==> src/rtl/irq_pkg.sv <==
package irq_pkg;
  localparam int SRC_EXT0  = 0;
  localparam int SRC_TMR0  = 1;
  localparam int SRC_EXT1  = 2;
  localparam int SRC_TMR1  = 3;
  localparam int SRC_SER   = 4;
  localparam int SRC_TMR2  = 5;
  localparam int SRC_HI0   = 6;
  localparam int NUM_FIXED = 6;

  typedef enum logic {LVL_LO = 1'b0, LVL_HI = 1'b1} lvl_e;
endpackage

==> src/rtl/irq_sampler.sv <==
module irq_sampler
  import irq_pkg::*;
#(
  parameter int N_HI  = 5,
  parameter int N_SRC = NUM_FIXED + N_HI
) (
  input  logic             clk_i,
  input  logic             rst_ni,
  input  logic             s2p2_i,
  input  logic             s5p2_i,
  input  logic [1:0]       ext_n_i,
  input  logic [1:0]       ext_edge_i,
  input  logic [N_HI-1:0]  ext_hi_i,
  input  logic [1:0]       tmr_ovf_i,
  input  logic             t2_ovf_i,
  input  logic             t2_ext_i,
  input  logic             ser_ri_i,
  input  logic             ser_ti_i,
  input  logic [N_SRC-1:0] ack_i,
  output logic [N_SRC-1:0] req_o
);

  // external 0/1 share slots 0/2, timers 0/1 share slots 1/3
  for (genvar j = 0; j < 2; j++) begin : g_pair
    localparam int EXT_IDX = 2 * j;
    localparam int TMR_IDX = 2 * j + 1;
    logic act;
    logic prev_q;
    logic ext_q;
    logic tmr_q;

    assign act = ~ext_n_i[j];

    always_ff @(posedge clk_i or negedge rst_ni) begin
      if (!rst_ni) begin
        prev_q <= 1'b0;
        ext_q  <= 1'b0;
      end else if (s5p2_i) begin
        prev_q <= act;
        if (ext_edge_i[j]) ext_q <= (act & ~prev_q) | (ext_q & ~ack_i[EXT_IDX]);
        else               ext_q <= act;
      end
    end

    always_ff @(posedge clk_i or negedge rst_ni) begin
      if (!rst_ni)     tmr_q <= 1'b0;
      else if (s5p2_i) tmr_q <= tmr_ovf_i[j] | (tmr_q & ~ack_i[TMR_IDX]);
    end

    assign req_o[EXT_IDX] = ext_q;
    assign req_o[TMR_IDX] = tmr_q;

    a_r11_tmr_set_wins: assert property (@(posedge clk_i) disable iff (!rst_ni)
      (s5p2_i && tmr_ovf_i[j]) |=> req_o[TMR_IDX]);
    a_r1_level_follows: assert property (@(posedge clk_i) disable iff (!rst_ni)
      (s5p2_i && !ext_edge_i[j]) |=> (req_o[EXT_IDX] == $past(!ext_n_i[j])));
  end

  logic ser_q, exf2_q, tf2_q;

  always_ff @(posedge clk_i or negedge rst_ni) begin
    if (!rst_ni) begin
      ser_q  <= 1'b0;
      exf2_q <= 1'b0;
    end else if (s5p2_i) begin
      ser_q  <= ser_ri_i | ser_ti_i;
      exf2_q <= t2_ext_i;
    end
  end

  // timer-2 overflow captured early so the same cycle's poll sees it
  always_ff @(posedge clk_i or negedge rst_ni) begin
    if (!rst_ni)     tf2_q <= 1'b0;
    else if (s2p2_i) tf2_q <= t2_ovf_i;
  end

  assign req_o[SRC_SER]  = ser_q;
  assign req_o[SRC_TMR2] = tf2_q | exf2_q;

  for (genvar k = 0; k < N_HI; k++) begin : g_hi
    logic hi_q;
    always_ff @(posedge clk_i or negedge rst_ni) begin
      if (!rst_ni)     hi_q <= 1'b0;
      else if (s5p2_i) hi_q <= ext_hi_i[k];
    end
    assign req_o[SRC_HI0 + k] = hi_q;
  end

  a_r3_tf2_only_s2p2: assert property (@(posedge clk_i) disable iff (!rst_ni)
    !s2p2_i |=> $stable(tf2_q));

endmodule

==> src/rtl/irq_arbiter.sv <==
module irq_arbiter #(
  parameter int N_SRC = 11,
  parameter int SRC_W = $clog2(N_SRC)
) (
  input  logic [N_SRC-1:0] req_i,
  input  logic [N_SRC-1:0] en_i,
  input  logic [N_SRC-1:0] prio_i,
  input  logic             ea_i,
  input  logic             poll_i,
  input  logic [1:0]       busy_i,
  output logic             grant_o,
  output logic             lvl_o,
  output logic [SRC_W-1:0] src_o
);

  logic [N_SRC-1:0] pend, pend_hi, pend_lo;
  logic [SRC_W-1:0] idx_hi, idx_lo;
  logic             take_hi, take_lo;

  always_comb begin
    pend    = req_i & en_i & {N_SRC{ea_i}};
    pend_hi = pend & prio_i;
    pend_lo = pend & ~prio_i;
  end

  // downward scan: the last hit is the lowest index
  always_comb begin
    idx_hi = '0;
    idx_lo = '0;
    for (int i = N_SRC - 1; i >= 0; i--) begin
      if (pend_hi[i]) idx_hi = SRC_W'(i);
      if (pend_lo[i]) idx_lo = SRC_W'(i);
    end
  end

  always_comb begin
    take_hi = (|pend_hi) && !busy_i[1];
    take_lo = (|pend_lo) && (busy_i == 2'b00);
    grant_o = poll_i && (take_hi || take_lo);
    lvl_o   = take_hi;
    src_o   = take_hi ? idx_hi : idx_lo;
  end

endmodule

==> src/rtl/irq_level_track.sv <==
module irq_level_track
  import irq_pkg::*;
(
  input  logic       clk_i,
  input  logic       rst_ni,
  input  logic       set_i,
  input  lvl_e       set_lvl_i,
  input  logic       reti_i,
  output logic [1:0] busy_o
);

  logic [1:0] busy_q, busy_d;

  always_comb begin
    busy_d = busy_q;
    if (reti_i) begin
      if (busy_q[1]) busy_d[1] = 1'b0;
      else           busy_d[0] = 1'b0;
    end
    if (set_i) busy_d[set_lvl_i] = 1'b1;
  end

  always_ff @(posedge clk_i or negedge rst_ni) begin
    if (!rst_ni) busy_q <= 2'b00;
    else         busy_q <= busy_d;
  end

  assign busy_o = busy_q;

  a_r10_hi_clear_only_reti: assert property (@(posedge clk_i) disable iff (!rst_ni)
    $fell(busy_o[1]) |-> $past(reti_i));
  a_r10_lo_clear_only_reti: assert property (@(posedge clk_i) disable iff (!rst_ni)
    $fell(busy_o[0]) |-> ($past(reti_i) && !$past(busy_o[1])));
  a_r9_set_on_accept: assert property (@(posedge clk_i) disable iff (!rst_ni)
    (set_i && set_lvl_i == LVL_HI) |=> busy_o[1]);

endmodule

==> src/rtl/irq_vector_ctrl.sv <==
module irq_vector_ctrl
  import irq_pkg::*;
#(
  parameter int N_HI      = 5,
  parameter int VEC_W     = 16,
  parameter int VEC_BASE  = 3,
  parameter int VEC_STEP  = 8,
  parameter int N_SRC     = NUM_FIXED + N_HI
) (
  input  logic             clk_i,
  input  logic             rst_ni,
  input  logic             s2p2_i,
  input  logic             s5p2_i,
  input  logic [1:0]       ext_n_i,
  input  logic [1:0]       ext_edge_i,
  input  logic [N_HI-1:0]  ext_hi_i,
  input  logic [1:0]       tmr_ovf_i,
  input  logic             t2_ovf_i,
  input  logic             t2_ext_i,
  input  logic             ser_ri_i,
  input  logic             ser_ti_i,
  input  logic             ea_i,
  input  logic [N_SRC-1:0] ie_i,
  input  logic [N_SRC-1:0] ip_i,
  input  logic             last_cycle_i,
  input  logic             hold_insn_i,
  input  logic             reti_i,
  output logic             call_o,
  output logic [VEC_W-1:0] vec_o,
  output logic [1:0]       in_prog_o
);

  localparam int SRC_W = $clog2(N_SRC);

  logic [N_SRC-1:0] req, ack;
  logic [1:0]       busy;
  logic             poll, grant, lvl;
  logic [SRC_W-1:0] src;
  logic [VEC_W-1:0] vec_d;
  logic             call_q;
  logic [VEC_W-1:0] vec_q;

  assign poll = s5p2_i && last_cycle_i && !hold_insn_i;
  assign ack  = grant ? (N_SRC'(1) << src) : '0;

  irq_sampler #(.N_HI(N_HI), .N_SRC(N_SRC)) u_sampler (
    .clk_i     (clk_i),
    .rst_ni    (rst_ni),
    .s2p2_i    (s2p2_i),
    .s5p2_i    (s5p2_i),
    .ext_n_i   (ext_n_i),
    .ext_edge_i(ext_edge_i),
    .ext_hi_i  (ext_hi_i),
    .tmr_ovf_i (tmr_ovf_i),
    .t2_ovf_i  (t2_ovf_i),
    .t2_ext_i  (t2_ext_i),
    .ser_ri_i  (ser_ri_i),
    .ser_ti_i  (ser_ti_i),
    .ack_i     (ack),
    .req_o     (req)
  );

  irq_arbiter #(.N_SRC(N_SRC), .SRC_W(SRC_W)) u_arb (
    .req_i  (req),
    .en_i   (ie_i),
    .prio_i (ip_i),
    .ea_i   (ea_i),
    .poll_i (poll),
    .busy_i (busy),
    .grant_o(grant),
    .lvl_o  (lvl),
    .src_o  (src)
  );

  irq_level_track u_track (
    .clk_i    (clk_i),
    .rst_ni   (rst_ni),
    .set_i    (grant),
    .set_lvl_i(lvl_e'(lvl)),
    .reti_i   (reti_i),
    .busy_o   (busy)
  );

  assign vec_d = VEC_W'(VEC_BASE) + VEC_W'(VEC_STEP) * VEC_W'(src);

  always_ff @(posedge clk_i or negedge rst_ni) begin
    if (!rst_ni) begin
      call_q <= 1'b0;
      vec_q  <= '0;
    end else begin
      call_q <= grant;
      if (grant) vec_q <= vec_d;
    end
  end

  assign call_o    = call_q;
  assign vec_o     = vec_q;
  assign in_prog_o = busy;

  a_r4_call_on_poll: assert property (@(posedge clk_i) disable iff (!rst_ni)
    call_o |-> $past(s5p2_i));
  a_r8_call_at_boundary: assert property (@(posedge clk_i) disable iff (!rst_ni)
    call_o |-> $past(last_cycle_i && !hold_insn_i));
  a_r7_call_needs_ea: assert property (@(posedge clk_i) disable iff (!rst_ni)
    call_o |-> $past(ea_i));
  a_r9_hi_busy_blocks: assert property (@(posedge clk_i) disable iff (!rst_ni)
    call_o |-> !$past(in_prog_o[1]));
  a_r4_vec_stable: assert property (@(posedge clk_i) disable iff (!rst_ni)
    !call_o |-> $stable(vec_o));

endmodule

==> config.mk <==
export PLATFORM = sky130hd
export DESIGN_NAME = irq_vector_ctrl
export DESIGN_NICKNAME = d
export VERILOG_FILES = /design/src/rtl/irq_pkg.sv /design/src/rtl/irq_sampler.sv /design/src/rtl/irq_arbiter.sv /design/src/rtl/irq_level_track.sv /design/src/rtl/irq_vector_ctrl.sv
export SDC_FILE = /design/constraint.sdc
export NUM_CORES = 1
export LEC_CHECK = 0
export ABC_AREA = 1
export BUFFER_PORTS_ARGS = -buffer_cell sky130_fd_sc_hd__buf_2
export CORE_ASPECT_RATIO = 1.25
export CORE_MARGIN = 2
export CORE_UTILIZATION = 48
export DETAILED_ROUTE_END_ITERATION = 8
export PLACE_DENSITY = 0.8
export SKIP_CTS_REPAIR_TIMING = 1
export SLEW_MARGIN = 40
export SYNTH_ARGS = -nofsm -noshare
export SYNTH_HDL_FRONTEND = slang
export SYNTH_SLANG_ARGS = --single-unit
==> constraint.sdc <==
create_clock -name clk_i -period 2.25 [get_ports clk_i]
set_clock_uncertainty 0.1 [all_clocks]
set_input_delay 0.5625 -clock clk_i [delete_from_list [all_inputs] [get_ports clk_i]]
set_output_delay 0.5625 -clock clk_i [all_outputs]
set_load 0.005 [all_outputs]
==> impl_metrics.json, run 1 <==
{
  "synthDistinctLibCells": 27,
  "post-route-period-util": 0.8986,
  "place_ws_ns": -0.03382,
  "cp.arrival_ns": 2.08,
  "cts_buffers": 3,
  "placeableCoreArea_mm2": 0.003166,
  "yosys_warnings": 0,
  "fin_crit_ns": 2.022,
  "synthFlopType": "dfrtp_1",
  "synth_mux_area_frac": 0,
  "clock-sinks": 22,
  "cts_buffer_depth": 2,
  "hold_viol": 0,
  "grt_max_degree": 23,
  "ios": 64,
  "async_reset_ff_frac": 1.000,
  "drv_slew": 0,
  "nets": 326,
  "finalSetupViolations": 0,
  "grt_busiest_layer": "met2",
  "start_util": 0.4929,
  "seq_area_frac_synth": 0.3528,
  "grt.total_usage": 0.2204,
  "rows": 23,
  "run_status": "complete, no violations",
  "p_total_mw": 1.181,
  "final_area_mm2": 0.001883,
  "max-slew-margin-rel": 0.6558,
  "gp_congestion": 0.9110,
  "hp-class": "input port to asynchronous set/reset pin",
  "via_per_inst": 4.968,
  "yosys-top-cells-area": "dfrtp_1 35%, nand2_1 20%, nand4_1 7.6%",
  "antenna_found_initial": 0,
  "yosysTopAreaCell": "dfrtp_1",
  "cts_root_buf": "clkbuf_8",
  "endpoint_kind": "register",
  "met2_usage": 0.3735,
  "cts_tree": "built",
  "max_freq_mhz": 494.6,
  "synth_compound_area_frac": 0.06335,
  "drive_above_1_share": 0.2750,
  "h-tree-depth": 1,
  "synth_xor_area_frac": 0,
  "die_w_um": 55.00,
  "dp_hpwl_mm": 2.988,
  "detail_route.wl_per_cell_um": 11.55,
  "vdd_ir_drop_max_mv": 0.4162,
  "power_density_mw_per_mm2": 627.1,
  "grt-ovfl-total": 0,
  "ys_ff_latch": 22,
  "worstSetupStartpointType": "input port",
  "grtUsageMet3": 0.04646,
  "wl_mm": 3.662,
  "n_antenna_cell": 0,
  "portBuffers": 53,
  "clkLatencyLatePin_ns": 0.27,
  "grt_setup_unrepaired": "false",
  "drtAntennaViolNets": 0,
  "synth_top_area_frac": 0.3528,
  "p_leak_nw": 1.099,
  "synth_top_family_by_area": "simple AND/OR/NAND/NOR gates",
  "die_h_um": 67.75,
  "grt_pass1_vias": 1481,
  "grt_pass1_wl_mm": 5.940,
  "drt-initial-drc-count": 35,
  "tightest_slew_ns": 0.5163,
  "yosys.area_share.adder": 0,
  "synth_edf_count": 0,
  "die_area_mm2": 0.003726,
  "drt_drc_violations_left": 0,
  "required_ns": 2.31,
  "placedInstanceArea_mm2": 0.001812,
  "synthCells": 227,
  "vias": 1575,
  "fillCellCount": 319,
  "cp_max_fo": 21,
  "synth-simple-area-share": 0.4491,
  "crit_type": "input port to register",
  "fin_util": 0.5949,
  "clk_pin_slew_ns": 0.08,
  "use_met1": 0.2510,
  "area_delta_synth_final_pct": 20.69,
  "syn_area_mm2": 0.001560,
  "drtPass1Iterations": 4,
  "cap_violations": 0,
  "fin_ws_ns": 0.2282,
  "syn_area_per_cell_um2": 6.873
}
-- synthesized netlist by cell type, drive strengths merged (2+ instances only) --
cell type and instances:
nand4 19, o21ai 8, clkbuf 2, nand3 13, nand2 87, buf 13, nor3 2, dfrtp 22
or2 3, and3 2, nor2 19, a21oi 6, inv 26
-- cells in the final DEF, fill, tap and decap left out --
master	Yosys	final
nand2_1	83	83
buf_2	0	53
inv_1	25	25
dfrtp_1	22	22
nand4_1	19	19
nor2_1	13	13
nand3_1	11	11
conb_1	1	10
o21ai_0	7	7
a21oi_1	5	5
nor2_2	4	4
or2_2	3	3
clkbuf_8	0	3
nor2_4	2	2
nand2_2	2	2
nand3_4	2	2
nand2_4	2	2
nor3_1	2	2
and3_1	2	2
buf_4	12	2
nand3b_1	1	1
o21ai_2	1	1
inv_2	1	1
a31oi_1	1	1
a21oi_2	1	1
o211ai_1	1	1
o21a_1	1	1
bufinv_16	0	1
-- critical path, cell delays in order --
cell and delay, ns:
buf_2 0.28, nand2_1 0.08, inv_1 0.08, nand3_1 0.10
nand2_1 0.18, nor2_4 0.06, nand3_4 0.07, nand2_4 0.08
nand2_1 0.10, nand3_4 0.09, nor2_2 0.14, nand4_1 0.11
nand2_1 0.08, nand2_1 0.05
-- path summary, 6_finish.rpt --
kind / cells after the start / to / startpoint / slack [ns]
setup / recovery: 14 / u_sampler.g_pair[0].ext_q / ea_i / 0.23
hold / removal: 1 / vec_o[1] / rst_ni / 0.16
setup reg to reg: 14 / u_sampler.g_pair[0].ext_q / u_sampler.exf2_q / 0.38
hold reg to reg: 2 / u_sampler.g_hi[4].hi_q / u_sampler.g_hi[4].hi_q / 0.38
max in group asynchronous: 1 / u_sampler.g_hi[3].hi_q / rst_ni / 1.55
min in group clk_i: 2 / u_sampler.g_hi[4].hi_q / u_sampler.g_hi[4].hi_q / 0.38
-- power breakdown --
| group | internal (mW) | switching, mW |
|---|---|---|
| registers | 0.452 | 0.0347 |
| clock network | 0.238 | 0.139 |
| logic | 0.131 | 0.186 |
-- routing by layer --
metal / vias to the layer above / part of all wire
li1: 816 / -
met1: 711 / 0.42
met2: 39 / 0.52
met3: 9 / 0.033
met4: 0 / 0.025
met5: - / 0
-- state kept, by name, indices dropped and copies added, names as in the netlist --
register / flops
call_o: 1
u_sampler.exf2_q: 1
u_sampler.g_hi.hi_q: 5
u_sampler.g_pair.ext_q: 2
u_sampler.g_pair.prev_q: 2
u_sampler.g_pair.tmr_q: 2
u_sampler.ser_q: 1
u_sampler.tf2_q: 1
u_track.busy_o: 2
vec_o: 5
-- cells by family after synthesis --
| kind of cell | Yosys count |
|---|---|
| AOI/OAI and AO/OA | 17 |
| buffers and inverters | 41 |
| DFF | 22 |
| other | 1 |
| and+or+nand+nor | 146 |
-- area by class of cell --
type	instances	area, um2	area share
multi-input cells	173	837.1	0.4445
flip-flops and latches	22	550.5	0.2924
clock inverters	1	30.03	0.01595
well taps	37	46.29	0.02458
inverters	26	97.59	0.05183
clock buffers	3	41.29	0.02193
repair buffers	55	280.3	0.1488
-- stage by stage --
step | TNS (ns) | cells | hold slack, ns
after floorplan | 0 | 236 | 0.1669
after global placement | 0 | 313 | 0.3642
after detailed placement | -0.05506 | 313 | 0.3669
after CTS | 0 | 317 | 0.1702
after global routing | 0 | 317 | 0.1782
final | 0 | 317 | 0.1573
(Power assumes the default switching activity.)
==> run 2, diff against run 1 <==
--- a/config.mk
+++ b/config.mk
@@ -6,12 +6,14 @@
 export NUM_CORES = 1
 export LEC_CHECK = 0
 export ABC_AREA = 1
-export BUFFER_PORTS_ARGS = -buffer_cell sky130_fd_sc_hd__buf_2
-export CORE_ASPECT_RATIO = 1.25
+export CELL_PAD_IN_SITES_DETAIL_PLACEMENT = 1
+export CELL_PAD_IN_SITES_GLOBAL_PLACEMENT = 2
+export CORE_ASPECT_RATIO = 1.1
 export CORE_MARGIN = 2
-export CORE_UTILIZATION = 48
+export CORE_UTILIZATION = 32
 export DETAILED_ROUTE_END_ITERATION = 8
-export PLACE_DENSITY = 0.8
+export DONT_BUFFER_PORTS = 1
+export PLACE_DENSITY_LB_ADDON = 0.1
 export SKIP_CTS_REPAIR_TIMING = 1
 export SLEW_MARGIN = 40
 export SYNTH_ARGS = -nofsm -noshare
==> impl_metrics.json, run 2 (same netlist as run 1, synthesis figures left out) <==
{
  "run_status": "complete, no violations",
  "grt_pass1_vias": 1503,
  "power_density_mw_per_mm2": 625.9,
  "clk_pin_slew_ns": 0.08,
  "finalSetupViolations": 0,
  "placedInstanceArea_mm2": 0.001563,
  "die_w_um": 70.58,
  "detail_route.wl_per_cell_um": 14.85,
  "hold_viol": 0,
  "finalSetupTns_ns": 0,
  "crit_type": "register to register",
  "grt_max_degree": 23,
  "placeableCoreArea_mm2": 0.004684,
  "whs_ns": 0.2796,
  "cp_max_fo": 6,
  "die_h_um": 77.24,
  "endpoint_kind": "register",
  "fillCellCount": 625,
  "clock-sinks": 22,
  "portBuffers": 0,
  "h-tree-depth": 1,
  "drtAntennaViolNets": 0,
  "drive_above_1_share": 0.1053,
  "hp-class": "input port to register",
  "clkLatencyLatePin_ns": 0.27,
  "area_delta_synth_final_pct": 5.613,
  "dp_hpwl_mm": 3.519,
  "final_cell_mix": "83 x nand2_1, 25 x inv_1, 22 x dfrtp_1, 19 x nand4_1, 13 x nor2_1",
  "place_ws_ns": 0.2506,
  "start_util": 0.3331,
  "n_antenna_cell": 0,
  "cts_buffers": 3,
  "cap_violations": 0,
  "worstSetupStartpointType": "register",
  "cts_tree": "built",
  "ios": 64,
  "vdd_ir_drop_max_mv": 0.2491,
  "gp_congestion": 0.7626,
  "crit_top_cell": "nand2_1",
  "rows": 26,
  "cts_root_buf": "clkbuf_8",
  "drt-initial-drc-count": 26,
  "critPathMaxStageDelay_ns": 0.44,
  "cp_cell_sequence": "nand4_1 -> nand2_1 -> nor2_4 -> nand3_4 -> nand2_4 -> inv_2 -> nor2_2 -> nand2_1 -> nand2_1 -> nand3_1 -> nand2_1 -> nand2_1",
  "grt_pass1_wl_mm": 7.044,
  "vias": 1425,
  "antenna_found_initial": 0,
  "cp.arrival_ns": 1.97,
  "drv_slew": 0,
  "slowest_stage": "dfrtp_1",
  "final_common_cell": "nand2_1",
  "via_per_inst": 5.018,
  "max_freq_mhz": 523.9,
  "grt-ovfl-total": 0,
  "p_total_mw": 1.031,
  "fin_ws_ns": 0.3414,
  "cts_buffer_depth": 2,
  "final_area_mm2": 0.001648,
  "required_ns": 2.31,
  "post-route-period-util": 0.8483,
  "die_area_mm2": 0.005451,
  "drt_drc_violations_left": 0,
  "p_leak_nw": 0.8895,
  "grt.total_usage": 0.1633,
  "nets": 274,
  "grt_setup_unrepaired": "false",
  "fin_crit_ns": 1.909,
  "wl_mm": 4.218,
  "drtPass1Iterations": 4
}
[run 2: layout make-up]
class,instances,area (um2),share of cell area
inverters,26,97.59,0.05923
multi-input cells,173,837.1,0.5080
clock buffers,4,55.05,0.03341
well taps,56,70.07,0.04252
flip-flops and latches,22,550.5,0.3341
repair buffers,3,37.54,0.02278
[run 2: metal layers]
layer / vias up / routed length, um / global-route usage
met5: - / 0 / 0
met4: 0 / 46 / 0.04528
li1: 710 / - / -
met3: 5 / 216 / 0.03154
met1: 675 / 1782 / 0.1977
met2: 35 / 2172 / 0.2925
[run 2: worst max-delay path, delay by kind of cell (launching register included)]
family                 cells  cell delay [ns]
buffers and inverters      1             0.06
AND/OR/NAND/NOR           11             1.19
flip-flops                 1             0.44
[run 2: stage by stage]
stage	instances	utilization
2_1_floorplan	236	-
3_5_place_dp	278	0.3336
6_report	284	0.3518
5_1_grt	284	0.3518
4_1_cts	282	0.3454
3_3_place_gp	278	0.3336
[run 2: power breakdown]
| part | switching (mW) | internal (mW) | total (mW) | leakage, nW |
|---|---|---|---|---|
| combinational | 0.154 | 0.0875 | 0.242 | 0.599 |
| clock | 0.131 | 0.156 | 0.287 | 0.0288 |
| sequential | 0.0502 | 0.452 | 0.502 | 0.262 |
[run 2: worst paths after layout]
path | start | end | slack [ns] | cells past startpoint
max in group asynchronous | rst_ni | u_sampler.g_pair[0].tmr_q | 1.30 | 2
min | reti_i | u_track.busy_o[1] | 0.28 | 1
max | u_sampler.g_pair[1].ext_q | u_sampler.g_pair[1].tmr_q | 0.34 | 12
max reg2reg | u_sampler.g_pair[1].ext_q | u_sampler.g_pair[1].tmr_q | 0.34 | 12
min in group asynchronous | rst_ni | u_sampler.g_pair[1].ext_q | 0.61 | 2
min reg2reg | u_sampler.g_pair[1].prev_q | u_sampler.g_pair[1].prev_q | 0.39 | 2
